`src/rtl/rxf_pkg.sv`:
```
`timescale 1ns/1ps
package rxf_pkg;
  localparam int unsigned DA_BYTES   = 6;
  localparam int unsigned DA_W       = 8 * DA_BYTES;
  localparam int unsigned CRC_W      = 32;
  localparam logic [CRC_W-1:0] CRC_POLY = 32'h04C1_1DB7;
  localparam logic [CRC_W-1:0] CRC_SEED = 32'hFFFF_FFFF;
  localparam int unsigned HASH_IDX_W = 6;
  localparam int unsigned HASH_WORD  = 32;
  localparam int unsigned CNT_W      = $clog2(DA_BYTES + 1);

  typedef enum logic [1:0] {
    PATH_BCAST = 2'd0,
    PATH_HASH  = 2'd1,
    PATH_EXACT = 2'd2,
    PATH_SHORT = 2'd3
  } rxf_path_e;

  // Advance the CRC register by one byte, least significant bit first.
  function automatic logic [CRC_W-1:0] crc_feed_byte(input logic [CRC_W-1:0] crc_in,
                                                     input logic [7:0] b);
    logic [CRC_W-1:0] c;
    c = crc_in;
    for (int i = 0; i < 8; i++) begin
      if (c[CRC_W-1] ^ b[i]) c = {c[CRC_W-2:0], 1'b0} ^ CRC_POLY;
      else                   c = {c[CRC_W-2:0], 1'b0};
    end
    return c;
  endfunction

  // Pick one bin of the two-word hash table.
  function automatic logic hash_bin(input logic [HASH_IDX_W-1:0] idx,
                                    input logic [HASH_WORD-1:0] lo,
                                    input logic [HASH_WORD-1:0] hi);
    return idx[HASH_IDX_W-1] ? hi[idx[HASH_IDX_W-2:0]] : lo[idx[HASH_IDX_W-2:0]];
  endfunction
endpackage

```
`src/rtl/rxf_dest_capture.sv`:
```
`timescale 1ns/1ps
module rxf_dest_capture
  import rxf_pkg::*;
(
  input  logic                     clk,
  input  logic                     rst_n,
  input  logic                     in_valid,
  input  logic                     in_sof,
  input  logic                     in_last,
  input  logic [7:0]               in_data,
  output logic [DA_BYTES-1:0][7:0] da_q,
  output logic [CRC_W-1:0]         crc_q,
  output logic                     full_pulse,
  output logic                     short_pulse,
  output logic                     byte_take
);
  localparam logic [CNT_W-1:0] CNT_FULL = CNT_W'(DA_BYTES);
  localparam logic [CNT_W-1:0] CNT_ONE  = CNT_W'(1);

  // cnt_q: 0 = no frame open, 1..5 = address bytes seen, FULL = closed
  logic [CNT_W-1:0] cnt_q;
  logic [CNT_W-1:0] pos;
  logic [CNT_W-1:0] cnt_next;
  logic [CRC_W-1:0] crc_base;

  always_comb begin
    byte_take = in_valid && (in_sof || (cnt_q != '0 && cnt_q < CNT_FULL));
    pos       = in_sof ? '0 : cnt_q;
    cnt_next  = pos + CNT_ONE;
    crc_base  = in_sof ? CRC_SEED : crc_q;
  end

  always_ff @(posedge clk or negedge rst_n) begin
    if (!rst_n) begin
      cnt_q       <= '0;
      da_q        <= '0;
      crc_q       <= CRC_SEED;
      full_pulse  <= 1'b0;
      short_pulse <= 1'b0;
    end else begin
      full_pulse  <= byte_take && (cnt_next == CNT_FULL);
      short_pulse <= byte_take && in_last && (cnt_next < CNT_FULL);
      if (byte_take) begin
        da_q[pos] <= in_data;
        crc_q     <= crc_feed_byte(crc_base, in_data);
        cnt_q     <= in_last ? CNT_FULL : cnt_next;
      end
    end
  end

  assert_cnt_bound_R2: assert property (@(posedge clk) disable iff (!rst_n)
    cnt_q <= CNT_FULL);

  assert_closed_hold_R2: assert property (@(posedge clk) disable iff (!rst_n)
    (cnt_q == CNT_FULL && in_valid && !in_sof) |=> ($stable(crc_q) && $stable(da_q)));

  assert_sof_restart_R9: assert property (@(posedge clk) disable iff (!rst_n)
    (in_valid && in_sof && !in_last) |=> (cnt_q == CNT_ONE));

  assert_one_pulse_kind_R7: assert property (@(posedge clk) disable iff (!rst_n)
    !(full_pulse && short_pulse));
endmodule

```
`src/rtl/rxf_classify.sv`:
```
`timescale 1ns/1ps
module rxf_classify
  import rxf_pkg::*;
(
  input  logic                     clk,
  input  logic                     rst_n,
  input  logic [DA_BYTES-1:0][7:0] da,
  input  logic [CRC_W-1:0]         crc,
  input  logic                     is_short,
  input  logic                     bcast_reject,
  input  logic                     hash_all,
  input  logic [DA_W-1:0]          station,
  input  logic [HASH_WORD-1:0]     hash_lo,
  input  logic [HASH_WORD-1:0]     hash_hi,
  output rxf_path_e                path,
  output logic                     hit
);
  logic [DA_BYTES-1:0] byte_eq;
  logic [DA_BYTES-1:0] byte_ff;
  logic                all_ones;
  logic                exact_eq;
  logic                group_addr;
  logic [HASH_IDX_W-1:0] hash_idx;

  // Station byte k sits at the k-th most significant byte of the station vector.
  for (genvar k = 0; k < DA_BYTES; k++) begin : g_byte
    assign byte_eq[k] = (da[k] == station[DA_W-1-8*k -: 8]);
    assign byte_ff[k] = (da[k] == 8'hFF);
  end

  always_comb begin
    all_ones   = &byte_ff;
    exact_eq   = &byte_eq;
    group_addr = da[0][0];
    hash_idx   = crc[CRC_W-1 -: HASH_IDX_W];
    if (is_short)                   path = PATH_SHORT;
    else if (all_ones)              path = PATH_BCAST;
    else if (group_addr || hash_all) path = PATH_HASH;
    else                            path = PATH_EXACT;
    unique case (path)
      PATH_BCAST: hit = !bcast_reject;
      PATH_HASH:  hit = hash_bin(hash_idx, hash_lo, hash_hi);
      PATH_EXACT: hit = exact_eq;
      default:    hit = 1'b0;
    endcase
  end

  assert_short_never_hits_R7: assert property (@(posedge clk) disable iff (!rst_n)
    is_short |-> !hit);
endmodule

```
`src/rtl/rx_dest_filter.sv`:
```
`timescale 1ns/1ps
module rx_dest_filter
  import rxf_pkg::*;
(
  input  logic        clk,
  input  logic        rst_n,
  input  logic        rx_valid,
  input  logic        rx_sof,
  input  logic        rx_last,
  input  logic [7:0]  rx_data,
  input  logic        cfg_bcast_reject,
  input  logic        cfg_hash_all,
  input  logic        cfg_promisc,
  input  logic [15:0] stn_addr_hi,
  input  logic [31:0] stn_addr_lo,
  input  logic [31:0] hash_lo,
  input  logic [31:0] hash_hi,
  output logic        dec_valid,
  output logic        dec_accept,
  output logic        dec_miss
);
  logic [DA_BYTES-1:0][7:0] da_q;
  logic [CRC_W-1:0]         crc_q;
  logic                     full_pulse;
  logic                     short_pulse;
  logic                     byte_take;
  rxf_path_e                path;
  logic                     hit;

  rxf_dest_capture u_capture (
    .clk        (clk),
    .rst_n      (rst_n),
    .in_valid   (rx_valid),
    .in_sof     (rx_sof),
    .in_last    (rx_last),
    .in_data    (rx_data),
    .da_q       (da_q),
    .crc_q      (crc_q),
    .full_pulse (full_pulse),
    .short_pulse(short_pulse),
    .byte_take  (byte_take)
  );

  rxf_classify u_classify (
    .clk         (clk),
    .rst_n       (rst_n),
    .da          (da_q),
    .crc         (crc_q),
    .is_short    (short_pulse),
    .bcast_reject(cfg_bcast_reject),
    .hash_all    (cfg_hash_all),
    .station     ({stn_addr_hi, stn_addr_lo}),
    .hash_lo     (hash_lo),
    .hash_hi     (hash_hi),
    .path        (path),
    .hit         (hit)
  );

  always_comb begin
    dec_valid  = full_pulse | short_pulse;
    dec_accept = dec_valid & (hit | cfg_promisc);
    dec_miss   = dec_valid & ~hit;
  end

  assert_quiet_idle_R1: assert property (@(posedge clk) disable iff (!rst_n)
    !dec_valid |-> (!dec_accept && !dec_miss));

  assert_follows_byte_R2: assert property (@(posedge clk) disable iff (!rst_n)
    dec_valid |-> $past(byte_take));

  assert_bcast_rejected_R3: assert property (@(posedge clk) disable iff (!rst_n)
    (dec_valid && path == PATH_BCAST && cfg_bcast_reject) |-> dec_miss);

  assert_miss_dropped_R8: assert property (@(posedge clk) disable iff (!rst_n)
    (dec_valid && dec_miss && !cfg_promisc) |-> !dec_accept);

  assert_hit_kept_R10: assert property (@(posedge clk) disable iff (!rst_n)
    (dec_valid && !dec_miss) |-> dec_accept);
endmodule

```
`config.mk`:
```
export PLATFORM = sky130hd
export DESIGN_NAME = rx_dest_filter
export DESIGN_NICKNAME = d
export VERILOG_FILES = /design/src/rtl/rxf_pkg.sv /design/src/rtl/rxf_dest_capture.sv /design/src/rtl/rxf_classify.sv /design/src/rtl/rx_dest_filter.sv
export SDC_FILE = /design/constraint.sdc
export NUM_CORES = 1
export LEC_CHECK = 0
export ABC_AREA = 1
export ABC_CLOCK_PERIOD_IN_PS = 2150
export CAP_MARGIN = 20
export CELL_PAD_IN_SITES_DETAIL_PLACEMENT = 1
export CELL_PAD_IN_SITES_GLOBAL_PLACEMENT = 1
export CORE_MARGIN = 2
export CORE_UTILIZATION = 39
export CTS_CLUSTER_DIAMETER = 60
export DETAILED_ROUTE_END_ITERATION = 8
export DONT_BUFFER_PORTS = 1
export MAX_ROUTING_LAYER = met4
export PLACE_DENSITY_LB_ADDON = 0.12
export SLEW_MARGIN = 20
export SYNTH_ARGS = -nofsm -noshare
export SYNTH_HDL_FRONTEND = slang
export SYNTH_HIERARCHICAL = 1
export SYNTH_SLANG_ARGS = --single-unit
```
`constraint.sdc`:
```
create_clock -name clk -period 2.15 [get_ports clk]
set_input_delay 0.5375 -clock clk [delete_from_list [all_inputs] [get_ports clk]]
set_output_delay 0.5375 -clock clk [all_outputs]
set_load 0.02 [all_outputs]
```
# --- Word-level counts from Yosys, hierarchy flattened ---
# Cells that the tools add are included.
# W data, S select, Z words.
word_totals:
  register_bits: 85
  output_inout_bits: 3
  word_cells: 95
op_classes:
  n_addsub: 1
  order_cmp: 5
  n_eq_ne: 15
  mux: 30
  bitwise_logic: 21
  n_reduce_logical: 13
ops:
  columns: ["cell", "n"]
  rows:
  - ["$mux W32", 8]
  - ["$mux W27", 8]
  - ["$not A14 Y14", 8]
  - ["$bwmux W48", 1]
  - ["$eq A8 B8 Y1", 6]
  - ["$eq A8 B8 Y1 const B", 6]
  - ["$demux W8 S3", 1]
  - ["$reduce_and A6 Y1", 2]
  - ["$bmux W1 S5", 2]
  - ["$mux W8", 1]
  - ["$xor A1 B1 Y1", 8]
  - ["$logic_and A1 B1 Y1", 6]
  - ["$lt A3 B3 Y1 const B", 2]
  - ["$lt A5 B6 Y1 const B", 1]
  - ["$mux W2", 3]
  - ["$mux W3", 2]
  - ["$lt A3 B4 Y1 const B", 1]
  - ["$add A3 B1 Y3 const B", 1]
  - ["$eq A3 B3 Y1 const B", 1]
  - ["$ge A3 B1 Y1 const B", 1]
  - ["$mux W1", 3]
  - ["$pmux W1 S3", 1]
  - ["$reduce_bool A3 Y1", 1]
  - ["$and A1 B1 Y1", 2]
  - ["other kinds (7)", 9]

# --- Longest topological paths before layout ---
depth:
  depth_word: 25
  ltp_mapped: 15
  mapped_depth_nobuf: 13

# --- Modules after synthesis ---
# Netlist, hierarchy kept.
modules_own_cells:
  columns: ["mod", "n_inst", "cells_per_inst", "area_each_um2"]
  rows:
  - ["rxf_dest_capture", 1, 572, 4675.7]
  - ["rxf_classify", 1, 267, 1436.4]
  - ["rx_dest_filter", 1, 5, 21.3]

# --- Worst setup path before layout ---
# Ideal clock, no wire load.
synth_path:
  kind: "flip-flop to output port"
  startpoint: "register u_capture.crc_q[26]"
  endpoint: "output dec_accept"
  arrival_ns: 1.711
  required_time_ns: 1.612
  path_slack_ns: -0.098
  stages_incl_launch_ff: 15
  path_buffers: 2
  path_cell_list: "dfstp_2 > buf_6 > buf_4 > nand2_1 > nand3_1 > nand3_1 > nand3_1 > nand2_1 > nand2_1 > nand3_1 > nand2_1 > nand2_1 > nand3_1 > nor2_1 > nor2_1"
synth_between:
  elab_chain_cells: 6
synth_rtl:
  columns: ["element", "line_no", "text"]
  rows:
  - ["start: declaration", "rxf_dest_capture.sv:12", "output logic [CRC_W-1:0] crc_q,"]
  - ["start signal: assignment", "rxf_dest_capture.sv:45", "crc_q <= crc_feed_byte(crc_base, in_data);"]
  - ["$bmux W1 S5", "rxf_pkg.sv:35", "return idx[HASH_IDX_W-1] ? hi[idx[HASH_IDX_W-2:0]] : lo[idx[HASH_IDX_W-2:0]];"]
  - ["$mux W1 (not written as such)", "rxf_pkg.sv:35", null]
  - ["$mux W1 (*)", "rxf_pkg.sv:35", null]
  - ["$pmux W1 S3 (*)", "rxf_classify.sv:40", "unique case (path)"]
  - ["net hit", "rx_dest_filter.sv:28", "logic hit;"]
  - ["$or A1 B1 Y1 (*)", "rx_dest_filter.sv:61", "dec_accept = dec_valid & (hit | cfg_promisc);"]
  - ["$and A1 B1 Y1 (*)", "rx_dest_filter.sv:61", null]
  - ["end: declaration", "rx_dest_filter.sv:19", "output logic dec_accept,"]
# The timed path passes the listed nets; every way through them passes the cells marked *. The select of a mux whose other input is x is not followed.

# --- Worst setup path in the final report ---
layout_path:
  startpoint: "register u_capture/da_q[45] in the netlist's numbering"
  endpoint: "output dec_accept"
layout_between:
  elab_chain_cells: 8
layout_rtl:
  columns: ["element", "line_no", "text"]
  rows:
  - ["start: declaration", "rxf_dest_capture.sv:11", "output logic [DA_BYTES-1:0][7:0] da_q,"]
  - ["start signal: indexed assignment", "rxf_dest_capture.sv:44", "da_q[pos] <= in_data;"]
  - ["$eq A8 B8 Y1", "rxf_classify.sv:28", "assign byte_ff[k] = (da[k] == 8'hFF);"]
  - ["$reduce_and A6 Y1", "rxf_classify.sv:32", "all_ones = &byte_ff;"]
  - ["$mux W2", "rxf_classify.sv:37", "else if (all_ones) path = PATH_BCAST;"]
  - ["$mux W2", "rxf_classify.sv:36", "if (is_short) path = PATH_SHORT;"]
  - ["$eq A2 B2 Y1, or another cell as far along", "rxf_classify.sv:40", null]
  - ["$pmux W1 S3 (*)", "rxf_classify.sv:40", null]
  - ["net hit", "rx_dest_filter.sv:28", null]
  - ["$or A1 B1 Y1 (*)", "rx_dest_filter.sv:61", null]
  - ["$and A1 B1 Y1 (*)", "rx_dest_filter.sv:61", null]
# The timed path passes the listed nets; every way through them passes the cells marked *.

==> results.cfg <==
[job]
cap_viol_max_count = 0

[sta]
slew_violations = 0
whs_ns = 0.02628
min_period_ns = 2.699
finalHoldViolCount = 0
max_freq_mhz = 370.4
rsz0062_at_grt = true
finalSetupViolCount = 2
finalCritPeriodShare_pct = 125.6
worst_pin_slew_ns = 0.6037
slew_headroom_pct = 59.63
worst_slack_ns = -0.5495
fin_tns_setup_ns = -1.065
fin_skew_ns = 0.006527

[global_routing]
grt_util_all_layers_pct = 24.50
grt_pass1_vias = 5901
grt_remaining_overflow = 0
grt_pass1_wl_um = 30470
grt_max_degree = 54
antenna_found_initial = 0

[floorplan]
start_util_pct = 40.15
die_h_um = 129.3
rows = 45
die_w_um = 129.3
top_level_ports = 131
dieArea_mm2 = 0.01673
fp.coreArea_mm2 = 0.01526

[yosys]
synth_nets = 972
syn_area_mm2 = 0.006126
syn_area_per_cell_um2 = 7.275
yosysWarningCount = 6
syn-instance-count = 842

[power_and_ir_drop]
p_leak_nw = 3.298
powerDensity_mw_per_mm2 = 1444
ir_worst_vdd_mv = 0.4726

[routing]
drc_errors = 0
wirelength_um = 19710
detail_route.iter0.violations = 223
routed_via_density = 5.319
routedWlPerCell_um = 18.28
drt-pass1-iter-count = 4
dr_total_vias = 5734
antenna_left = 0

[setup_path]
crit_chain = nand4_1 > or2_2 > nor3_1 > nand3_1 > inv_1 > nand4_1 > nand3_4 > nor2_4 > nor2_4
crit_fanout = 4
worst-setup-path-type = flip-flop to primary output
arrival_ns = 2.16
cp_slowest_stage_delay_ns = 0.41
critPathBufInv = 1
cp-end-kind = primary output
reg2reg_slack_ns = 0.13
crit_required_ns = 1.61
cp_slowest_cell = dfrtp_1
cp-start-kind = flip-flop
cpLargestDelayFamily = simple AND/OR/NAND/NOR gates

[finish]
area_growth_pct = 17.10
nets = 992
diodes = 0
drive_above_1_share_pct = 24.57

[cts]
cts_buffer_depth = 2
clk_pin_slew_worst_paths_ns = 0.07
cts_tree = yes
cts.sinks = 85
insertion_delay_ns = 0.35
cts.htree.levels = 3
cts-root-buf = clkbuf_16
cts_buffers = 9

[status]
violations = setup timing
status = complete, but fails checks

[hold_path]
worst_hold_path_type = input port to asynchronous set/reset pin

[placed_design]
io_buffers = 0
gp_congestion = 0.8417
place_ws_ns = -0.3347
dpl.hpwl_um = 14200
## routing by layer
layer | vias up | track usage [%] | wire length (um)
li1 | 2769 | - | -
met4 | 0 | 7.864 | 431
met3 | 32 | 4.872 | 1156
met1 | 2786 | 30.12 | 8647
met2 | 147 | 40.59 | 9473
met5 | - | - | 0
## worst reg2reg max path, stage by stage (launching register included)
cell     delay [ns]
dfstp_2        0.59
buf_6          0.13
buf_6          0.09
buf_4          0.11
nor2_1         0.04
nand2_1        0.09
nand2_4        0.17
xnor2_4        0.29
nand2_1        0.15
nand2_1        0.09
nand3_1        0.06
nand3_1        0.08
nand2_1        0.06
## cell usage in the layout (no fill, tap or decap), types with 2 or more instances in the layout
master / count
nand2_4: 6
nand3b_1: 3
inv_8: 2
xor2_2: 2
nor2_4: 8
buf_4: 28
clkbuf_16: 9
nand3_1: 49
a21oi_1: 13
nor2_2: 2
clkinvlp_4: 2
xor2_1: 28
ha_1: 2
buf_6: 6
o21ai_0: 32
o21ai_2: 2
inv_2: 11
a31oi_1: 3
dfstp_2: 32
o21ai_1: 38
xnor2_1: 41
nand4_4: 3
nor2_1: 56
nand3_2: 44
buf_12: 4
inv_1: 40
nand4_1: 23
nand2_1: 264
nand2_2: 34
nor3_1: 7
dfrtp_1: 53
or2_2: 4
## area by class of cell
class	instances	area, um^2
Multi-Input combinational cell	673	3830
Clock inverter	6	70.07
Clock buffer	10	239.0
Timing Repair Buffer	39	385.4
Sequential cell	85	2167
Fill cell	1918	8085
Tap cell	211	264.0
Inverter	54	217.7
## registers in the layout, summed over array words and instances (netlist names)
register / cells
u_capture/short_pulse: 1
u_capture/cnt_q: 3
u_capture/crc_q: 32
u_capture/da_q: 48
u_capture/full_pulse: 1
## report_power, final
part           internal, mW  switching [mW]  leakage [nW]
clock                 0.943           0.700         0.147
combinational          2.18            3.25          2.15
sequential             2.58           0.701         0.996
## through the flow
step / util (%) / instance area (um^2) / power (mW) / std cells
6_report: 47.01 / 7173 / 10.36 / 1078
2_1_floorplan: - / 6147 / 6.827 / 842
5_1_grt: 47.01 / 7173 / 11.24 / 1078
4_1_cts: 46.08 / 7032 / 10.31 / 1083
3_5_place_dp: 42.20 / 6439 / 8.078 / 1054
3_3_place_gp: 42.20 / 6439 / 7.808 / 1054
## what timing repair did
item                                   in CTS  in global routing
cloned                                      2                  0
setup endpoints to repair                   2                 18
pin swaps                                  18                 29
hold buffers                                1                  0
gates resized for setup                    24                 56
endpoints found under the hold margin      53                  0
buffers inserted                           10                  0
## final timing paths
path / startpoint / end / cells after the start
max: u_capture/da_q[45] / dec_accept / 9
min: rst_n / u_capture/crc_q[7] / 0
max reg2reg: u_capture/crc_q[26] / u_capture/crc_q[13] / 12
min reg2reg: u_capture/crc_q[13] / u_capture/crc_q[13] / 2
max in group asynchronous: rst_n / u_capture/full_pulse / 1
min in group clk: rx_last / u_capture/short_pulse / 2
Power figures use the tool's default switching activity.
